--- src/rtl/ddc_pkg.sv ---
package ddc_pkg;
  // symmetric low-pass: weights rise 1..4 then fall back
  localparam int FIR_TAPS   = 7;
  localparam int COEF_SUM_W = 4;  // weights sum to 16

  function automatic int fir_coef(input int k);
    return (k <= FIR_TAPS / 2) ? k + 1 : FIR_TAPS - k;
  endfunction
endpackage

--- src/rtl/ddc_nco.sv ---
module ddc_nco
  import ddc_pkg::*;
#(
  parameter int PHASE_W = 24,
  parameter int ADDR_W  = 8,
  parameter int TRIG_W  = 8
) (
  input  logic                     clk,
  input  logic                     rst_n,
  input  logic                     step_en,
  input  logic [PHASE_W-1:0]       freq_i,
  output logic signed [TRIG_W-1:0] cos_o,
  output logic signed [TRIG_W-1:0] sin_o
);
  localparam int HALF     = 2 ** (ADDR_W - 1);
  localparam int QUART    = 2 ** (ADDR_W - 2);
  localparam int AMAX     = 2 ** (TRIG_W - 1) - 1;
  localparam int SCALE_SH = 2 * ADDR_W - 4;

  // folded parabolic quarter-wave: distance from zero crossing, then sign
  function automatic logic signed [TRIG_W-1:0] wave(input logic [ADDR_W-1:0] a);
    int m;
    int amp;
    m   = a[ADDR_W-2] ? QUART - int'(a[ADDR_W-3:0]) : int'(a[ADDR_W-3:0]);
    amp = (AMAX * m * (HALF - m)) >>> SCALE_SH;
    return a[ADDR_W-1] ? TRIG_W'(-amp) : TRIG_W'(amp);
  endfunction

  logic [PHASE_W-1:0]       phase_q, phase_d;
  logic [ADDR_W-1:0]        addr, addr_c;
  logic signed [TRIG_W-1:0] sin_d, cos_d;

  assign addr   = phase_q[PHASE_W-1 -: ADDR_W];
  assign addr_c = addr + ADDR_W'(QUART);

  always_comb begin
    phase_d = phase_q + freq_i;
    sin_d   = wave(addr);
    cos_d   = wave(addr_c);
  end

  always_ff @(posedge clk or negedge rst_n) begin
    if (!rst_n) begin
      phase_q <= '0;
      sin_o   <= '0;
      cos_o   <= '0;
    end else if (step_en) begin
      phase_q <= phase_d;
      sin_o   <= sin_d;
      cos_o   <= cos_d;
    end
  end

  // amplitude stays symmetric, the most negative code never appears
  p_trig_symmetric_r4: assert property (@(posedge clk) disable iff (!rst_n)
    (sin_o != {1'b1, {(TRIG_W-1){1'b0}}}) && (cos_o != {1'b1, {(TRIG_W-1){1'b0}}}));
endmodule

--- src/rtl/ddc_fir.sv ---
module ddc_fir
  import ddc_pkg::*;
#(
  parameter int IN_W   = 14,
  parameter int OUT_W  = 10,
  parameter int RND_SH = 6
) (
  input  logic                    clk,
  input  logic                    rst_n,
  input  logic                    shift_en,
  input  logic signed [IN_W-1:0]  x_i,
  output logic signed [OUT_W-1:0] y_o
);
  localparam int ACC_W   = IN_W + COEF_SUM_W;
  localparam int OUT_MAX = 2 ** (OUT_W - 1) - 1;
  localparam int OUT_MIN = -(2 ** (OUT_W - 1));
  localparam logic signed [ACC_W-1:0] RND_ADD = ACC_W'(2 ** (RND_SH - 1));

  logic signed [IN_W-1:0]  tap_q [FIR_TAPS];
  logic signed [IN_W-1:0]  tap_d [FIR_TAPS];
  logic signed [ACC_W-1:0] acc, scaled;

  always_comb begin
    tap_d[0] = x_i;
    for (int k = 1; k < FIR_TAPS; k++) tap_d[k] = tap_q[k-1];
  end

  always_ff @(posedge clk or negedge rst_n) begin
    if (!rst_n) begin
      for (int k = 0; k < FIR_TAPS; k++) tap_q[k] <= '0;
    end else if (shift_en) begin
      for (int k = 0; k < FIR_TAPS; k++) tap_q[k] <= tap_d[k];
    end
  end

  always_comb begin
    acc = '0;
    for (int k = 0; k < FIR_TAPS; k++)
      acc = acc + ACC_W'(fir_coef(k)) * ACC_W'(tap_q[k]);
    scaled = (acc + RND_ADD) >>> RND_SH;
    if (scaled > OUT_MAX)      y_o = OUT_W'(OUT_MAX);
    else if (scaled < OUT_MIN) y_o = OUT_W'(OUT_MIN);
    else                       y_o = OUT_W'(scaled);
  end

  // filter result moves only after a tap shift
  p_fir_hold_r6: assert property (@(posedge clk) disable iff (!rst_n)
    !shift_en |=> $stable(y_o));
endmodule

--- src/rtl/iq_downconverter.sv ---
module iq_downconverter
  import ddc_pkg::*;
#(
  parameter int IN_W    = 6,
  parameter int PHASE_W = 24,
  parameter int ADDR_W  = 8,
  parameter int TRIG_W  = 8,
  parameter int OUT_W   = 10,
  parameter int RND_SH  = 6
) (
  input  logic                     clk,
  input  logic                     rst_n,
  input  logic [IN_W-1:0]          adc_data_i,
  input  logic [PHASE_W-1:0]       freq_word_i,
  input  logic [OUT_W:0]           gain_ref_i,
  output logic                     adc_clk_o,
  output logic                     iq_valid_o,
  output logic signed [OUT_W-1:0]  i_o,
  output logic signed [OUT_W-1:0]  q_o,
  output logic signed [OUT_W+1:0]  gain_err_o
);
  localparam int PROD_W = IN_W + TRIG_W;
  localparam int GERR_W = OUT_W + 2;

  logic rst_meta_q, rst_sync_q;
  logic div_q, v1_q, v2_q, v3_q;
  logic signed [IN_W-1:0]   x_q, x_d;
  logic signed [TRIG_W-1:0] cos_w, sin_w;
  logic signed [PROD_W-1:0] prod_q [2];
  logic signed [PROD_W-1:0] prod_d [2];
  logic signed [OUT_W-1:0]  arm_y [2];
  logic [OUT_W:0]           mag_sum;
  logic signed [GERR_W-1:0] gerr_d;

  // reset: asserted at once, released after two clock edges
  always_ff @(posedge clk or negedge rst_n) begin
    if (!rst_n) begin
      rst_meta_q <= 1'b0;
      rst_sync_q <= 1'b0;
    end else begin
      rst_meta_q <= 1'b1;
      rst_sync_q <= rst_meta_q;
    end
  end

  function automatic logic [OUT_W:0] mag(input logic signed [OUT_W-1:0] v);
    return v[OUT_W-1] ? (OUT_W+1)'(-$signed({v[OUT_W-1], v})) : {1'b0, v};
  endfunction

  always_comb begin
    x_d       = {~adc_data_i[IN_W-1], adc_data_i[IN_W-2:0]};
    prod_d[0] = PROD_W'(x_q) * PROD_W'(cos_w);
    prod_d[1] = PROD_W'(x_q) * PROD_W'(sin_w);
    mag_sum   = mag(arm_y[0]) + mag(arm_y[1]);
    gerr_d    = $signed({1'b0, mag_sum}) - $signed({1'b0, gain_ref_i});
  end

  always_ff @(posedge clk or negedge rst_sync_q) begin
    if (!rst_sync_q) begin
      div_q      <= 1'b0;
      v1_q       <= 1'b0;
      v2_q       <= 1'b0;
      v3_q       <= 1'b0;
      iq_valid_o <= 1'b0;
      x_q        <= '0;
      prod_q[0]  <= '0;
      prod_q[1]  <= '0;
      i_o        <= '0;
      q_o        <= '0;
      gain_err_o <= '0;
    end else begin
      div_q      <= ~div_q;
      v1_q       <= div_q;
      v2_q       <= v1_q;
      v3_q       <= v2_q;
      iq_valid_o <= v3_q;
      if (div_q) x_q <= x_d;
      if (v1_q) begin
        prod_q[0] <= prod_d[0];
        prod_q[1] <= prod_d[1];
      end
      if (v3_q) begin
        i_o        <= arm_y[0];
        q_o        <= arm_y[1];
        gain_err_o <= gerr_d;
      end
    end
  end

  assign adc_clk_o = div_q;

  ddc_nco #(.PHASE_W(PHASE_W), .ADDR_W(ADDR_W), .TRIG_W(TRIG_W)) nco_i (
    .clk(clk), .rst_n(rst_sync_q), .step_en(div_q), .freq_i(freq_word_i),
    .cos_o(cos_w), .sin_o(sin_w)
  );

  for (genvar g = 0; g < 2; g++) begin : g_arm
    ddc_fir #(.IN_W(PROD_W), .OUT_W(OUT_W), .RND_SH(RND_SH)) fir_i (
      .clk(clk), .rst_n(rst_sync_q), .shift_en(v2_q), .x_i(prod_q[g]), .y_o(arm_y[g])
    );
  end

  // sample clock alternates every master cycle
  p_adc_clk_toggle_r2: assert property (@(posedge clk) disable iff (!rst_sync_q)
    1'b1 |=> (adc_clk_o != $past(adc_clk_o)));
  // valid is never two cycles wide
  p_valid_pulse_r2: assert property (@(posedge clk) disable iff (!rst_sync_q)
    iq_valid_o |=> !iq_valid_o);
  // outputs and gain error frozen between strobes
  p_out_hold_r7: assert property (@(posedge clk) disable iff (!rst_sync_q)
    !iq_valid_o |-> ($stable(gain_err_o) && $stable(i_o) && $stable(q_o)));
endmodule

--- config.mk ---
export PLATFORM = sky130hd
export DESIGN_NAME = iq_downconverter
export DESIGN_NICKNAME = d
export VERILOG_FILES = /design/src/rtl/ddc_pkg.sv /design/src/rtl/ddc_nco.sv /design/src/rtl/ddc_fir.sv /design/src/rtl/iq_downconverter.sv
export SDC_FILE = /design/constraint.sdc
export NUM_CORES = 2
export LEC_CHECK = 0
export BUFFER_PORTS_ARGS = -buffer_cell sky130_fd_sc_hd__buf_4
export CORE_MARGIN = 3
export CORE_UTILIZATION = 55
export DETAILED_ROUTE_END_ITERATION = 8
export GPL_TIMING_DRIVEN = 0
export PLACE_DENSITY_LB_ADDON = 0.25
export REMOVE_ABC_BUFFERS = 1
export SLEW_MARGIN = 20
export SYNTH_ARGS = -nofsm -noshare
export SYNTH_HDL_FRONTEND = slang
export SYNTH_HIERARCHICAL = 1
export SYNTH_SLANG_ARGS = --single-unit
--- constraint.sdc ---
create_clock -name clk -period 10.2 [get_ports clk]
set_input_delay 3.06 -clock clk [delete_from_list [all_inputs] [get_ports clk]]
set_output_delay 3.06 -clock clk [all_outputs]
set_load 0.05 [all_outputs]
# Yosys cells after proc, flatten, opt, wreduce, memory -nomap -nowiden
# Cells that the tools add are included.
# Widths: inputs -> output; s select.
# totals
input_bits	43
rom_bits	0
n_memories	0
reg_bits	309
out_inout_bits	34
latchBits	0
ramBits	0
elab_cells	82
# op_classes
n_bitwise	2
mul	10
order_cmp	4
n_mux	10
add_sub_neg	26
eq_ne	0
reduce_logical	0
shifts	0
div_mod_pow	0
# op_table
cell	n
$add 18x18->18	4
$mul 3x14->17 const A	4
$mul 32x32->20	2
$mul 8x32->32 const A	2
$mux 32	2
$sub 9x32->32 const A	2
$mux 10	4
$add 18x14->18	2
$add 18x15->18	2
$add 18x16->18	2
$add 18x7->18 const B	2
$add 14x15->16	2
$mul 6x8->14	2
$add 24x24->24	1
$gt 12x10->1 const B	2
$lt 12x10->1 const B	2
$mux 11	2
$neg 10->11	2
$mux 8	2
$neg 8->8	2
$sub 7x6->8 const A	2
$sub 11x11->12	1
$add 11x11->11	1
$add 8x7->8 const B	1
$not 1->1	2

# Longest topological paths before layout
# logic_depth
word_depth	14
ltp_mapped	44
depth_no_buf	41

# Cells and area by module
# The synthesis kept the hierarchy.
# by_module_without_submodules
module	cells_each	n_inst	area_each_um2
ddc_fir	614	2	7544.7
ddc_nco	1601	1	13817.0
iq_downconverter	719	1	7194.4

# Worst setup path before layout
# OpenSTA, ideal clock, no wires.
# synth_timing
kind	register to register
startpoint	register nco_i.phase_q[16]
endpoint	register nco_i.sin_o[6]
period_less_slack_ps	11345
arrival_time_ps	11208
setup_time_ps	137
path_stages_with_launch	43
path_slack_ps	-1145
required_ps	10063
path_cell_list	dfrtp_1 -> buf_6 -> clkinv_1 -> clkbuf_1 -> ha_1 -> nand2b_1 -> o21ai_1 -> xnor2_1 -> xnor2_1 -> ha_1 -> inv_1 -> fa_1 -> fa_1 -> fa_1 -> inv_1 -> ha_1 -> nand3_1 -> o2111ai_1 -> (+7 left out) -> ha_1 -> ha_1 -> fa_1 -> inv_1 -> fa_1 -> inv_1 -> ha_1 -> a211o_1 -> a2111oi_0 -> o31ai_1 -> xnor2_1 -> ha_1 -> nor2b_1 -> and4_1 -> a311o_1 -> a21oi_1 -> xnor2_1 -> a21oi_1
# synth_between
elab_chain_len	6
# synth_rtl
element	line	source
start, declared	ddc_nco.sv:29	logic [PHASE_W-1:0] phase_q, phase_d;
start signal, assigned	ddc_nco.sv:48	phase_q <= phase_d;
$sub 7x6->8	ddc_nco.sv:24	m = a[ADDR_W-2] ? QUART - int'(a[ADDR_W-3:0]) : int'(a[ADDR_W-3:0]);
$mux 32 *	ddc_nco.sv:24	
$mul 8x32->32 / $sub 9x32->32 (equally long branches)	ddc_nco.sv:25	amp = (AMAX * m * (HALF - m)) >>> SCALE_SH;
$mul 32x32->20 *	ddc_nco.sv:25	
$neg 8->8	ddc_nco.sv:26	return a[ADDR_W-1] ? TRIG_W'(-amp) : TRIG_W'(amp);
$mux 8 *	ddc_nco.sv:26	
end signal, assigned	ddc_nco.sv:49	sin_o <= sin_d;
end, declared	ddc_nco.sv:13	output logic signed [TRIG_W-1:0] sin_o
# Every way passes the cells marked *; elsewhere a longest branch is shown, timed or not.
# A chain may end at the register's enable or synchronous reset.

# Worst setup path in the final report
# layout_timing
startpoint	register nco_i.phase_q[16]
endpoint	register nco_i.cos_o[5]
# layout_between
elab_chain_len	7
# layout_rtl
element	line	source
$add 8x7->8 *	ddc_nco.sv:34	assign addr_c = addr + ADDR_W'(QUART);
$sub 7x6->8	ddc_nco.sv:24	
$mux 32	ddc_nco.sv:24	
$mul 8x32->32 / $sub 9x32->32 (equally long branches)	ddc_nco.sv:25	
$mul 32x32->20	ddc_nco.sv:25	
$neg 8->8	ddc_nco.sv:26	
$mux 8 *	ddc_nco.sv:26	
end signal, assigned	ddc_nco.sv:50	cos_o <= cos_d;
end, declared	ddc_nco.sv:12	output logic signed [TRIG_W-1:0] cos_o,
# Marked as above.

==> metrics.md <==
| Metric | Value |
|---|---|
| Htree depth | 2 |
| FF/Latch Area | just under 0.008 sq mm |
| Via density | between 5 and 6 |
| Antenna diodes | 0 |
| Clock slew at reported path FFs | 0.05 ns |
| RSZ-0062 raised after global routing | yes |
| Delay-heaviest family, CP | adder cells |
| Die Y | approximately 260 um |
| Num Clock Sinks | between 300 and 400 |
| Syn Area/Cell | 10.17 sq um |
| Detailed Place HPWL | 55.63 mm |
| Synth top area cells | fa_1 (25%), dfrtp_1 (21%), ha_1 (14%), inv_1 (8.0%), mux2_2 (7.7%) |
| PortBufs | 76 |
| DR iter-0 viols | around 1100 |
| Die footprint | about 0.07 sq mm |
| Layout cells sized above 1 | 0.2206 |
| Synth Flop Type | dfrtp_1 |
| Cell area after synthesis | between 0.03 and 0.04 sq mm |
| Multi-input logic area | around 0.027 sq mm |
| Fin nets | around 4600 |
| Starting density of the core | 0.5580 |
| MaxCap Viol Count | 0 |
| Pin count of the biggest net entering global routing | 63 |
| Initial antenna violation count | 0 |
| Status | complete, but fails checks |
| Routed via count | between 20000 and 25000 |
| WP data arrival | 10.84 ns |
| Die extent in x | roughly 260 um |
| Io pins | 77 |
| Buffers plus inverters on the worst setup path | 9 |
| Max Fclk | 96.12 MHz |
| Critical Path Fanout Max | 5 |
| Cell count after synthesis | around 3500 |
| Clock skew | 0.02267 ns |
| CP Depth | 40 |
| Final wirelength | approximately 76 mm |
| Failing checks | negative setup slack |
| FF-to-FF path depth | 40 |
| Core Rows | 93 |
| Crit path capture type | flop |
| CTS Hold Bufs | 0 |
| Hold Path Class | reg2async |
| First-pass GRT wire length | approximately 130 mm |
| CP Class | reg2reg |
| Global route overflow | 0 |
| Share of the synthesized area in the top cell type | 0.2545 |
| Slowest stage delay, CP | between 0.5 and 0.6 ns |
| Post-synth EDFFs | 0 |
| Setup slack after layout | -0.2034 ns |
| Synth cell count leaders | inv_1 (768), fa_1 (459), ha_1 (417), dfrtp_1 (309), mux2_2 (246) |
| Count leader, synth | inv_1 |
| CTS Buf Count | 39 |
| Final ANT Viol Nets | 0 |
| Tot GR Track Use | 0.2181 |
| Clock tree buffer depth | 3 |
| Synth warnings | 6 |
| CP required | 10.63 ns |
| Worst-margin pin slew | approximately 1.1 ns |
| Relative slew margins | 0.2886 |
| Clk_lat worst skew | around 0.55 ns |
| Slew Viols, Final | 0 |
| Most used cell, CP | fa_1 |
| Minimum clock period | between 10 and 15 ns |
| Clock Tree Root | clkbuf_16 |
| GPL Wtd Cong | about 0.86 |
| Post-synthesis async set-or-reset flop share | 1.000 |
| Top cell type by total area after synthesis | fa_1 |
| Count of unique library cells instantiated by Yosys | 96 |
| Sequential fraction of the synthesis area | 0.2142 |
| Drt wl/cell | ~16 um |
| Filler cell count | between 5000 and 6000 |
| Slowest CP cell | fa_1 |
| Core area | 0.06470 sq mm |
| Crit share post-route | 1.020 |
| Pre-CTS setup slack | -3.595 ns |
| Area delta synth->final | 15.81% |
| Synthesis-stage register bit count | 309 |
| Setup Viol. Count Final | 4 |
| Via count of the first global-routing pass | between 20000 and 30000 |
| CTS tree | yes |
| Crit path launch type | flop |
| DR pass1 iterations | 5 |
| Setup TNS | -0.5912 ns |
| Final Hold Viols | 0 |
| Drt drc | 0 |
| Min Hold Slack | slightly above 0.3 ns |
-- repair_timing --
action / 4_1_cts / 5_1_grt
pin swaps: 112 / 118
cloned: 1 / 0
endpoints found under the setup margin: 16 / 13
resized for setup: 197 / 129
setup buffers: 71 / 58
-- worst reg2reg max path, delay by kind of cell, from the launching register on --
kind,cells,cell delay (ns)
compound gates,10,2.12
buf+inv,9,0.65
mux,1,0.26
xor+xnor,3,0.53
fa+ha+maj,13,5.30
simple gates,4,0.88
flops,1,0.55
-- routing by layer --
metal	up-vias	routed length, um	track usage	part of all wire
li1	11660	-	-	-
met1	12350	33430	0.2947	0.44
met2	459	37270	0.3714	0.49
met3	146	2736	0.02673	0.036
met4	0	2196	0.06323	0.029
met5	-	0	0	0
-- registers in the layout, summed over array words and instances (netlist names) --
signal,flops
adc_clk_o,1
g_arm.fir_i/tap_d,168
g_arm.fir_i/tap_q,28
gain_err_o,12
i_o,10
iq_valid_o,1
nco_i/cos_o,8
nco_i/phase_q,24
nco_i/sin_o,8
prod_q,28
q_o,10
rst_meta_q,1
rst_sync_q,1
v1_q,1
v2_q,1
v3_q,1
x_q,6
-- per-stage QoR --
stage	cells	instance area [sq um]	util
after detailed placement	4407	37700	0.5828
after global placement	4395	37380	0.5777
after global routing	4608	41810	0.6462
after CTS	4549	40660	0.6284
after floorplan	3464	35740	-
final	4608	41810	0.6462
-- area by class of cell --
class	instances	share of cell area
repair buffers	218	0.04588
clock buffers	53	0.02675
multi-input cells	2381	0.6422
well taps	855	0.02559
clock inverters	17	0.003711
flip-flops and latches	309	0.1856
repair inverters	1	0.0002095
inverters	774	0.07006
-- kinds of logic (layout without fill, tap and decap cells) --
logic type | Yosys count | count (layout) | synth area share
AO/OA/AOI/OAI | 404 | 404 | 0.07802
AND/OR/NAND/NOR | 646 | 646 | 0.08703
buffers and inverters | 859 | 1063 | 0.09070
multiplexers | 253 | 253 | 0.07895
adder cells (fa/ha/maj) | 876 | 876 | 0.3991
other | 2 | 3 | 0.0002080
flip-flops | 309 | 309 | 0.2142
XOR/XNOR | 199 | 199 | 0.05185
-- cells in the final DEF (no fill, tap or decap), types with 32 or more instances in the layout --
cell       count
inv_1        736
buf_4        185
xnor2_1      113
inv_2         32
a21o_1        41
dfrtp_1      298
nor2_1       131
o21ai_0       61
a21oi_1       89
clkbuf_16     39
mux2_2       246
and2_1       122
ha_1         363
fa_1         453
ha_4          48
nand2_1      207
-- final timing paths --
kind / to / slack (ns) / start
max: nco_i/cos_o[5] / -0.20 / nco_i/phase_q[16]
min: g_arm[1].fir_i/tap_d[36] / 0.31 / rst_sync_q
max reg2reg: nco_i/cos_o[5] / -0.20 / nco_i/phase_q[16]
min reg2reg: g_arm[1].fir_i/tap_d[36] / 0.31 / rst_sync_q
max in group asynchronous: rst_sync_q / 7.81 / rst_n
min in group clk: rst_sync_q / 0.35 / rst_meta_q
Power is not shown: default switching activity piles up to over one toggle a cycle in this logic, so the estimate is an artifact.
